File: src/rtl/spi_eng_pkg.sv
package spi_eng_pkg;
  localparam int CHAR_W = 8;
  localparam int CNT_W  = $clog2(CHAR_W);

  typedef struct packed {
    logic fall;
    logic rise;
  } spi_edge_t;
endpackage

File: src/rtl/spi_in_sync.sv
module spi_in_sync #(
  parameter int         W       = 3,
  parameter logic [W-1:0] RST_VAL = '1
) (
  input  logic         clk,
  input  logic         rst_n,
  input  logic [W-1:0] d,
  output logic [W-1:0] q
);
  logic [W-1:0] stage1;

  always_ff @(posedge clk or negedge rst_n) begin
    if (!rst_n) begin
      stage1 <= RST_VAL;
      q      <= RST_VAL;
    end else begin
      stage1 <= d;
      q      <= stage1;
    end
  end
endmodule

File: src/rtl/spi_master_clk.sv
module spi_master_clk
  import spi_eng_pkg::*;
#(
  parameter int DIV_W = 8
) (
  input  logic             clk,
  input  logic             rst_n,
  input  logic             en,
  input  logic             pending,
  input  logic             last,
  input  logic [DIV_W-1:0] div,
  output logic             sclk,
  output logic             active,
  output spi_edge_t        edges
);
  logic [DIV_W-1:0] cnt;
  logic             terminal;

  always_comb begin
    terminal   = active && (cnt == div);
    edges.fall = en && ((!active && pending) || (terminal && sclk));
    edges.rise = en && terminal && !sclk;
  end

  always_ff @(posedge clk or negedge rst_n) begin
    if (!rst_n) begin
      sclk   <= 1'b1;
      active <= 1'b0;
      cnt    <= '0;
    end else if (!en) begin
      sclk   <= 1'b1;
      active <= 1'b0;
      cnt    <= '0;
    end else if (!active) begin
      if (pending) begin
        active <= 1'b1;
        sclk   <= 1'b0;
        cnt    <= '0;
      end
    end else if (terminal) begin
      cnt  <= '0;
      sclk <= !sclk;
      if (!sclk && last && !pending) active <= 1'b0;
    end else begin
      cnt <= cnt + 1'b1;
    end
  end
endmodule

File: src/rtl/spi_slave_edges.sv
module spi_slave_edges
  import spi_eng_pkg::*;
(
  input  logic      clk,
  input  logic      rst_n,
  input  logic      sclk_s,
  input  logic      sel_act,
  output spi_edge_t edges
);
  logic prev;

  always_ff @(posedge clk or negedge rst_n) begin
    if (!rst_n) prev <= 1'b1;
    else        prev <= sclk_s;
  end

  always_comb begin
    edges.fall = sel_act && prev && !sclk_s;
    edges.rise = sel_act && !prev && sclk_s;
  end
endmodule

File: src/rtl/spi_tx_path.sv
module spi_tx_path
  import spi_eng_pkg::*;
(
  input  logic              clk,
  input  logic              rst_n,
  input  logic [CHAR_W-1:0] tx_data,
  input  logic              tx_valid,
  output logic              tx_ready,
  input  logic              fall,
  input  logic              first,
  input  logic              invert,
  output logic              pending,
  output logic              sdo
);
  logic [CHAR_W-1:0] hold;
  logic [CHAR_W-1:0] shreg;
  logic              load;

  assign tx_ready = !pending;
  assign load     = fall && first;
  assign sdo      = shreg[CHAR_W-1];

  always_ff @(posedge clk or negedge rst_n) begin
    if (!rst_n) begin
      hold    <= '0;
      pending <= 1'b0;
    end else if (tx_valid && !pending) begin
      hold    <= tx_data;
      pending <= 1'b1;
    end else if (load) begin
      pending <= 1'b0;
    end
  end

  always_ff @(posedge clk or negedge rst_n) begin
    if (!rst_n) begin
      shreg <= '1;
    end else if (load) begin
      shreg <= pending ? (hold ^ {CHAR_W{invert}}) : '1;
    end else if (fall) begin
      shreg <= {shreg[CHAR_W-2:0], 1'b1};
    end
  end
endmodule

File: src/rtl/spi_rx_path.sv
module spi_rx_path
  import spi_eng_pkg::*;
(
  input  logic              clk,
  input  logic              rst_n,
  input  logic              rise,
  input  logic              last,
  input  logic              din,
  input  logic              invert,
  input  logic              rx_ready,
  output logic [CHAR_W-1:0] rx_data,
  output logic              rx_valid,
  output logic              ovr_evt
);
  logic [CHAR_W-1:0] shreg;
  logic [CHAR_W-1:0] word;
  logic              done;
  logic              pop;

  always_comb begin
    word    = {shreg[CHAR_W-2:0], din} ^ {CHAR_W{invert}};
    done    = rise && last;
    pop     = rx_valid && rx_ready;
    ovr_evt = done && rx_valid && !rx_ready;
  end

  always_ff @(posedge clk or negedge rst_n) begin
    if (!rst_n) shreg <= '0;
    else if (rise) shreg <= {shreg[CHAR_W-2:0], din};
  end

  always_ff @(posedge clk or negedge rst_n) begin
    if (!rst_n) begin
      rx_data  <= '0;
      rx_valid <= 1'b0;
    end else if (done && !ovr_evt) begin
      rx_data  <= word;
      rx_valid <= 1'b1;
    end else if (pop) begin
      rx_valid <= 1'b0;
    end
  end
endmodule

File: src/rtl/spi_stream_engine.sv
module spi_stream_engine
  import spi_eng_pkg::*;
#(
  parameter int DIV_W = 8
) (
  input  logic              clk,
  input  logic              rst_n,
  input  logic              cfg_master,
  input  logic              cfg_sel_en,
  input  logic              cfg_invert,
  input  logic [DIV_W-1:0]  cfg_div,
  input  logic              flag_clr,
  input  logic [CHAR_W-1:0] tx_data,
  input  logic              tx_valid,
  output logic              tx_ready,
  output logic [CHAR_W-1:0] rx_data,
  output logic              rx_valid,
  input  logic              rx_ready,
  input  logic              sclk_i,
  output logic              sclk_o,
  output logic              sclk_oe,
  input  logic              mosi_i,
  output logic              mosi_o,
  output logic              mosi_oe,
  input  logic              miso_i,
  output logic              miso_o,
  output logic              miso_oe,
  input  logic              sel_n_i,
  output logic              busy,
  output logic              overrun,
  output logic              mode_fault
);
  localparam int SYNC_W = 3;

  logic [SYNC_W-1:0] raw_in, syn_in;
  logic              sclk_s, sel_s, din_s;
  logic              fault_now, clk_en, sel_act, abort;
  logic              m_sclk, m_active;
  spi_edge_t         m_edges, s_edges, edges;
  logic [CNT_W-1:0]  bit_cnt;
  logic              first, last;
  logic              pending, sdo, ovr_evt;

  assign raw_in = {sclk_i, sel_n_i, cfg_master ? miso_i : mosi_i};
  assign {sclk_s, sel_s, din_s} = syn_in;

  spi_in_sync #(.W(SYNC_W), .RST_VAL('1)) u_sync (
    .clk(clk), .rst_n(rst_n), .d(raw_in), .q(syn_in)
  );

  always_comb begin
    fault_now = cfg_master && cfg_sel_en && !sel_s;
    clk_en    = cfg_master && !mode_fault && !fault_now;
    sel_act   = !cfg_master && !sel_s;
    edges     = cfg_master ? m_edges : s_edges;
    abort     = cfg_master ? !clk_en : !sel_act;
    first     = (bit_cnt == '0);
    last      = (bit_cnt == CNT_W'(CHAR_W - 1));
  end

  spi_master_clk #(.DIV_W(DIV_W)) u_mclk (
    .clk(clk), .rst_n(rst_n), .en(clk_en), .pending(pending), .last(last),
    .div(cfg_div), .sclk(m_sclk), .active(m_active), .edges(m_edges)
  );

  spi_slave_edges u_sedge (
    .clk(clk), .rst_n(rst_n), .sclk_s(sclk_s), .sel_act(sel_act), .edges(s_edges)
  );

  always_ff @(posedge clk or negedge rst_n) begin
    if (!rst_n)          bit_cnt <= '0;
    else if (abort)      bit_cnt <= '0;
    else if (edges.rise) bit_cnt <= last ? '0 : bit_cnt + 1'b1;
  end

  spi_tx_path u_tx (
    .clk(clk), .rst_n(rst_n), .tx_data(tx_data), .tx_valid(tx_valid),
    .tx_ready(tx_ready), .fall(edges.fall), .first(first), .invert(cfg_invert),
    .pending(pending), .sdo(sdo)
  );

  spi_rx_path u_rx (
    .clk(clk), .rst_n(rst_n), .rise(edges.rise), .last(last), .din(din_s),
    .invert(cfg_invert), .rx_ready(rx_ready), .rx_data(rx_data),
    .rx_valid(rx_valid), .ovr_evt(ovr_evt)
  );

  always_ff @(posedge clk or negedge rst_n) begin
    if (!rst_n) begin
      overrun    <= 1'b0;
      mode_fault <= 1'b0;
    end else begin
      if (ovr_evt)       overrun <= 1'b1;
      else if (flag_clr) overrun <= 1'b0;
      if (fault_now)     mode_fault <= 1'b1;
      else if (flag_clr) mode_fault <= 1'b0;
    end
  end

  always_comb begin
    sclk_o  = m_sclk;
    sclk_oe = cfg_master && !mode_fault;
    mosi_o  = sdo;
    mosi_oe = cfg_master && !mode_fault;
    miso_o  = sdo;
    miso_oe = !cfg_master && !sel_n_i;
    busy    = cfg_master ? m_active : (sel_act && !first);
  end
endmodule

File: config.mk
export PLATFORM = sky130hd
export DESIGN_NAME = spi_stream_engine
export DESIGN_NICKNAME = d
export VERILOG_FILES = /design/src/rtl/spi_eng_pkg.sv /design/src/rtl/spi_in_sync.sv /design/src/rtl/spi_master_clk.sv /design/src/rtl/spi_slave_edges.sv /design/src/rtl/spi_tx_path.sv /design/src/rtl/spi_rx_path.sv /design/src/rtl/spi_stream_engine.sv
export SDC_FILE = /design/constraint.sdc
export NUM_CORES = 1
export LEC_CHECK = 0
export BUFFER_PORTS_ARGS = -buffer_cell sky130_fd_sc_hd__buf_2
export CORE_UTILIZATION = 25
export DETAILED_ROUTE_END_ITERATION = 6
export PLACE_DENSITY = 0.43
export SKIP_LAST_GASP = 1
export SYNTH_ARGS = -nofsm -noshare
export SYNTH_HDL_FRONTEND = slang
export SYNTH_HIERARCHICAL = 1
export SYNTH_SLANG_ARGS = --single-unit
File: constraint.sdc
create_clock -name clk -period 5.2 [get_ports clk]
set_input_delay 0.52 -clock clk [delete_from_list [all_inputs] [get_ports clk]]
set_output_delay 0.52 -clock clk [all_outputs]
set_load 0.01 [all_outputs]
==> results.sh <==
export IMPL_status="finished, final reports clean"
export IMPL_drc=0
export IMPL_setup_viol=0
export IMPL_post_cts_buffers=0
export IMPL_hold_ws_ns=0.3062
export IMPL_combPwrFrac=0.194
export IMPL_slew_violations=0
export IMPL_internal_power_mw=0.7222
export IMPL_tightest_slew_ns=0.9632
export IMPL_synth_area_top_cells="dfrtp_1 (35%), dfstp_2 (15%), mux2_2 (6.8%)"
export IMPL_synth_cell_types=49
export IMPL_synth_top_flop_cell="dfrtp_1"
export IMPL_final_instance_count_excl_fill=411
export IMPL_async_reset_ff_frac=1.000
export IMPL_peakVddDrop_uv=106.6
export IMPL_max_clock_freq_ghz=0.3451
export IMPL_ctsHoldBuffers=0
export IMPL_worst_endpoint_required_ns=5.40
export IMPL_synth_warnings=6
export IMPL_grt_pass1_wl_microns=8687
export IMPL_synth_top_area_frac=0.3465
export IMPL_clk_pin_slew_ns=0.10
export IMPL_worstSetupEndpoint="u_rx/rx_data[0]$_DFFE_PN0P_"
export IMPL_crit_slowest_cell="dfrtp_1"
export IMPL_drive_gt1_frac=0.4207
export IMPL_finalPower_mw=1.008
export IMPL_cts_sinks=55
export IMPL_fp_coreArea_sq_mm=0.01089
export IMPL_tns_ns=0
export IMPL_cts_buffers=5
export IMPL_cts_root_buf="clkbuf_8"
export IMPL_wl_per_cell_microns=12.68
export IMPL_vias_per_cell=4.209
export IMPL_synth_edf_count=0
export IMPL_crit_fanout=8
export IMPL_start_kind="flop"
export IMPL_yosysSeqAreaShare=0.4958
export IMPL_avgSynthCellArea_sq_um=12.35
export IMPL_yosys_area_top_type="dfrtp_1"
export IMPL_p_seq_frac=0.571
export IMPL_post_route_period_util=0.5573
export IMPL_cts_tree="built"
export IMPL_fin_area_sq_mm=0.003198
export IMPL_antenna_found_initial=0
export IMPL_vias=1730
export IMPL_clock_skew_ns=0.006406
export IMPL_rr_worst_depth=9
export IMPL_syn2layout_area_growth_pct=13.55
export IMPL_max_stage_delay_ns=0.45
export IMPL_ant_nets=0
export IMPL_diodes=0
export IMPL_syn_nets=260
export IMPL_worst_r2r_endpoint="u_rx/rx_data[0]$_DFFE_PN0P_"
export IMPL_finalHoldViolCount=0
export IMPL_fin_crit_ns=2.898
export IMPL_place_gp_congestion=0.7097
export IMPL_cp_startpoint="u_mclk/cnt[2]$_DFFE_PN0P_"
export IMPL_placementRows=38
export IMPL_switching_share=0.2832
export IMPL_place_area_sq_mm=0.003109
export IMPL_regToRegStartpoint="u_mclk/cnt[2]$_DFFE_PN0P_"
export IMPL_finish_net_count=302
export IMPL_cp_arrival_ns=3.10
export IMPL_portBuffers=46
export IMPL_wl_microns=5213
export IMPL_grt_setup_unrepaired="no"
export IMPL_cts_resized=0
export IMPL_power_leakage_nw=1.509
export IMPL_start_util=0.2587
export IMPL_r2r_slack_ns=2.30
export IMPL_place_hpwl_microns=3769
export IMPL_critPathKind="flop to flop"
export IMPL_die_y_microns=108.1
export IMPL_ys_ff_latch=55
export IMPL_h_tree_depth=2
export IMPL_grt_pass1_vias=1685
export IMPL_hold_depth=1
export IMPL_p_per_area_mw_per_mm2=315.1
export IMPL_dieArea_sq_mm=0.01169
export IMPL_ctsLongestPathBuffers=2
export IMPL_first_pass_iters=4
export IMPL_pwr_share_clk=0.236
export IMPL_slew_headroom=0.3529
export IMPL_power_switching_mw=0.2854
export IMPL_netlist_instances=228
export IMPL_drtIter0Drc=54
export IMPL_endpoint_kind="flop"
export IMPL_clock_latency_ns=0.30
export IMPL_crit_chain="xor2_1, nor4_2, nand2_1, nor3_1, mux2i_4, inv_1, nand2_4, nor2b_4, mux2_4"
export IMPL_gr_usage_all_layers=0.09763
export IMPL_cap_violations=0
export IMPL_netlist_area_sq_mm=0.002816
export IMPL_dp_cells=403
export IMPL_die_x_microns=108.1
export IMPL_grt_max_degree=56
export IMPL_pin_count=47
export IMPL_overflow=0
export IMPL_hold_path_class="input pin to flop"
==> per-layer routing <==
metal,track usage,vias to the layer above,share of wire
met4,0.03229,0,0.012
met2,0.1460,40,0.42
met5,0,-,0
li1,-,872,-
met1,0.1374,814,0.52
met3,0.02291,4,0.039
==> critical path: cells and delay by family (launching register included) <==
kind	cells	cell delay, ns
mux	2	0.48
xor+xnor	1	0.19
flops	1	0.45
simple gates	5	1.37
buf+inv	1	0.29
==> worst min-delay path by stage <==
stage | end | slack [ns] | from
floorplan | bit_cnt[0]$_DFFE_PN0P_ | 0.22 | rst_n
global placement | u_sync/q[0]$_DFF_PN1_ | 0.35 | u_sync/stage1[0]$_DFF_PN1_
detailed placement | u_sync/q[2]$_DFF_PN1_ | 0.35 | u_sync/stage1[2]$_DFF_PN1_
CTS | u_sync/stage1[2]$_DFF_PN1_ | 0.29 | sclk_i
global route | u_sync/stage1[2]$_DFF_PN1_ | 0.28 | sclk_i
finish | u_sync/stage1[2]$_DFF_PN1_ | 0.31 | sclk_i
==> cells in the mapped netlist (3+ instances only) <==
library cell	n
ha_1	4
xor2_1	16
a211o_1	3
nor2b_1	3
dfrtp_1	39
nor3_1	5
nand2_1	13
inv_1	7
mux2_2	17
mux2_4	8
a21oi_1	3
buf_6	6
xnor2_1	9
dfstp_2	16
a211oi_2	7
nor2_1	20
nor3b_1	8
buf_4	3
==> area by class of cell <==
class / count / area, sq um
inverter: 7 / 26.28
sequential: 55 / 1396
clock inverter: 3 / 20.02
clock buffer: 5 / 68.82
tap: 140 / 175.2
multi-input combinational: 154 / 1274
fill: 1154 / 7690
timing repair buffer: 47 / 237.7
==> through the flow <==
stage / utilization / setup slack [ns]
floorplan: - / 2.627
global placement: 0.2856 / 2.130
detailed placement: 0.2856 / 2.098
CTS: 0.2937 / 2.275
global route: 0.2937 / 2.014
finish: 0.2937 / 2.302
==> cell usage in the layout, fill, tap and decap left out, types with 3 or more instances in the layout <==
cell type	n
nor3b_1	8
a211o_1	3
inv_1	7
a211oi_2	7
nor2_1	20
nand2_1	13
clkbuf_8	5
xor2_1	16
ha_1	4
nor3_1	5
mux2_2	17
mux2_4	8
dfstp_2	16
xnor2_1	9
nor2b_1	3
dfrtp_1	39
buf_2	46
a21oi_1	3
==> flip-flops by register name, indices dropped and copies added (netlist names) <==
| name | flops |
|---|---|
| u_mclk/active | 1 |
| u_sync/stage1 | 3 |
| u_mclk/cnt | 8 |
| overrun | 1 |
| bit_cnt | 3 |
| u_sedge/prev | 1 |
| u_rx/rx_valid | 1 |
| u_tx/hold | 8 |
| u_mclk/sclk | 1 |
| u_rx/rx_data | 8 |
| u_rx/shreg | 7 |
| u_tx/shreg | 8 |
| u_sync/q | 3 |
| mode_fault | 1 |
| u_tx/pending | 1 |
==> power by group through the flow <==
stage | Combinational [mW] | Sequential, mW | Clock (mW)
2_1_floorplan | 0.156 | 0.574 | 0
3_3_place_gp | 0.197 | 0.583 | 0
3_5_place_dp | 0.198 | 0.585 | 0
4_1_cts | 0.199 | 0.577 | 0.254
5_1_grt | 0.219 | 0.589 | 0.270
6_report | 0.195 | 0.575 | 0.237
==> cells by family (layout without fill, tap and decap cells) <==
logic type / count (synthesis) / count (layout) / synth area share
buffers and inverters: 19 / 62 / 0.05197
muxes: 28 / 28 / 0.1257
DFF: 55 / 55 / 0.4958
and+or+nand+nor: 70 / 70 / 0.1453
adders and majority gates: 4 / 4 / 0.01777
AOI/OAI and AO/OA: 27 / 27 / 0.08574
xor gates and xnor gates: 25 / 25 / 0.07774
(Power assumes the default switching activity.)
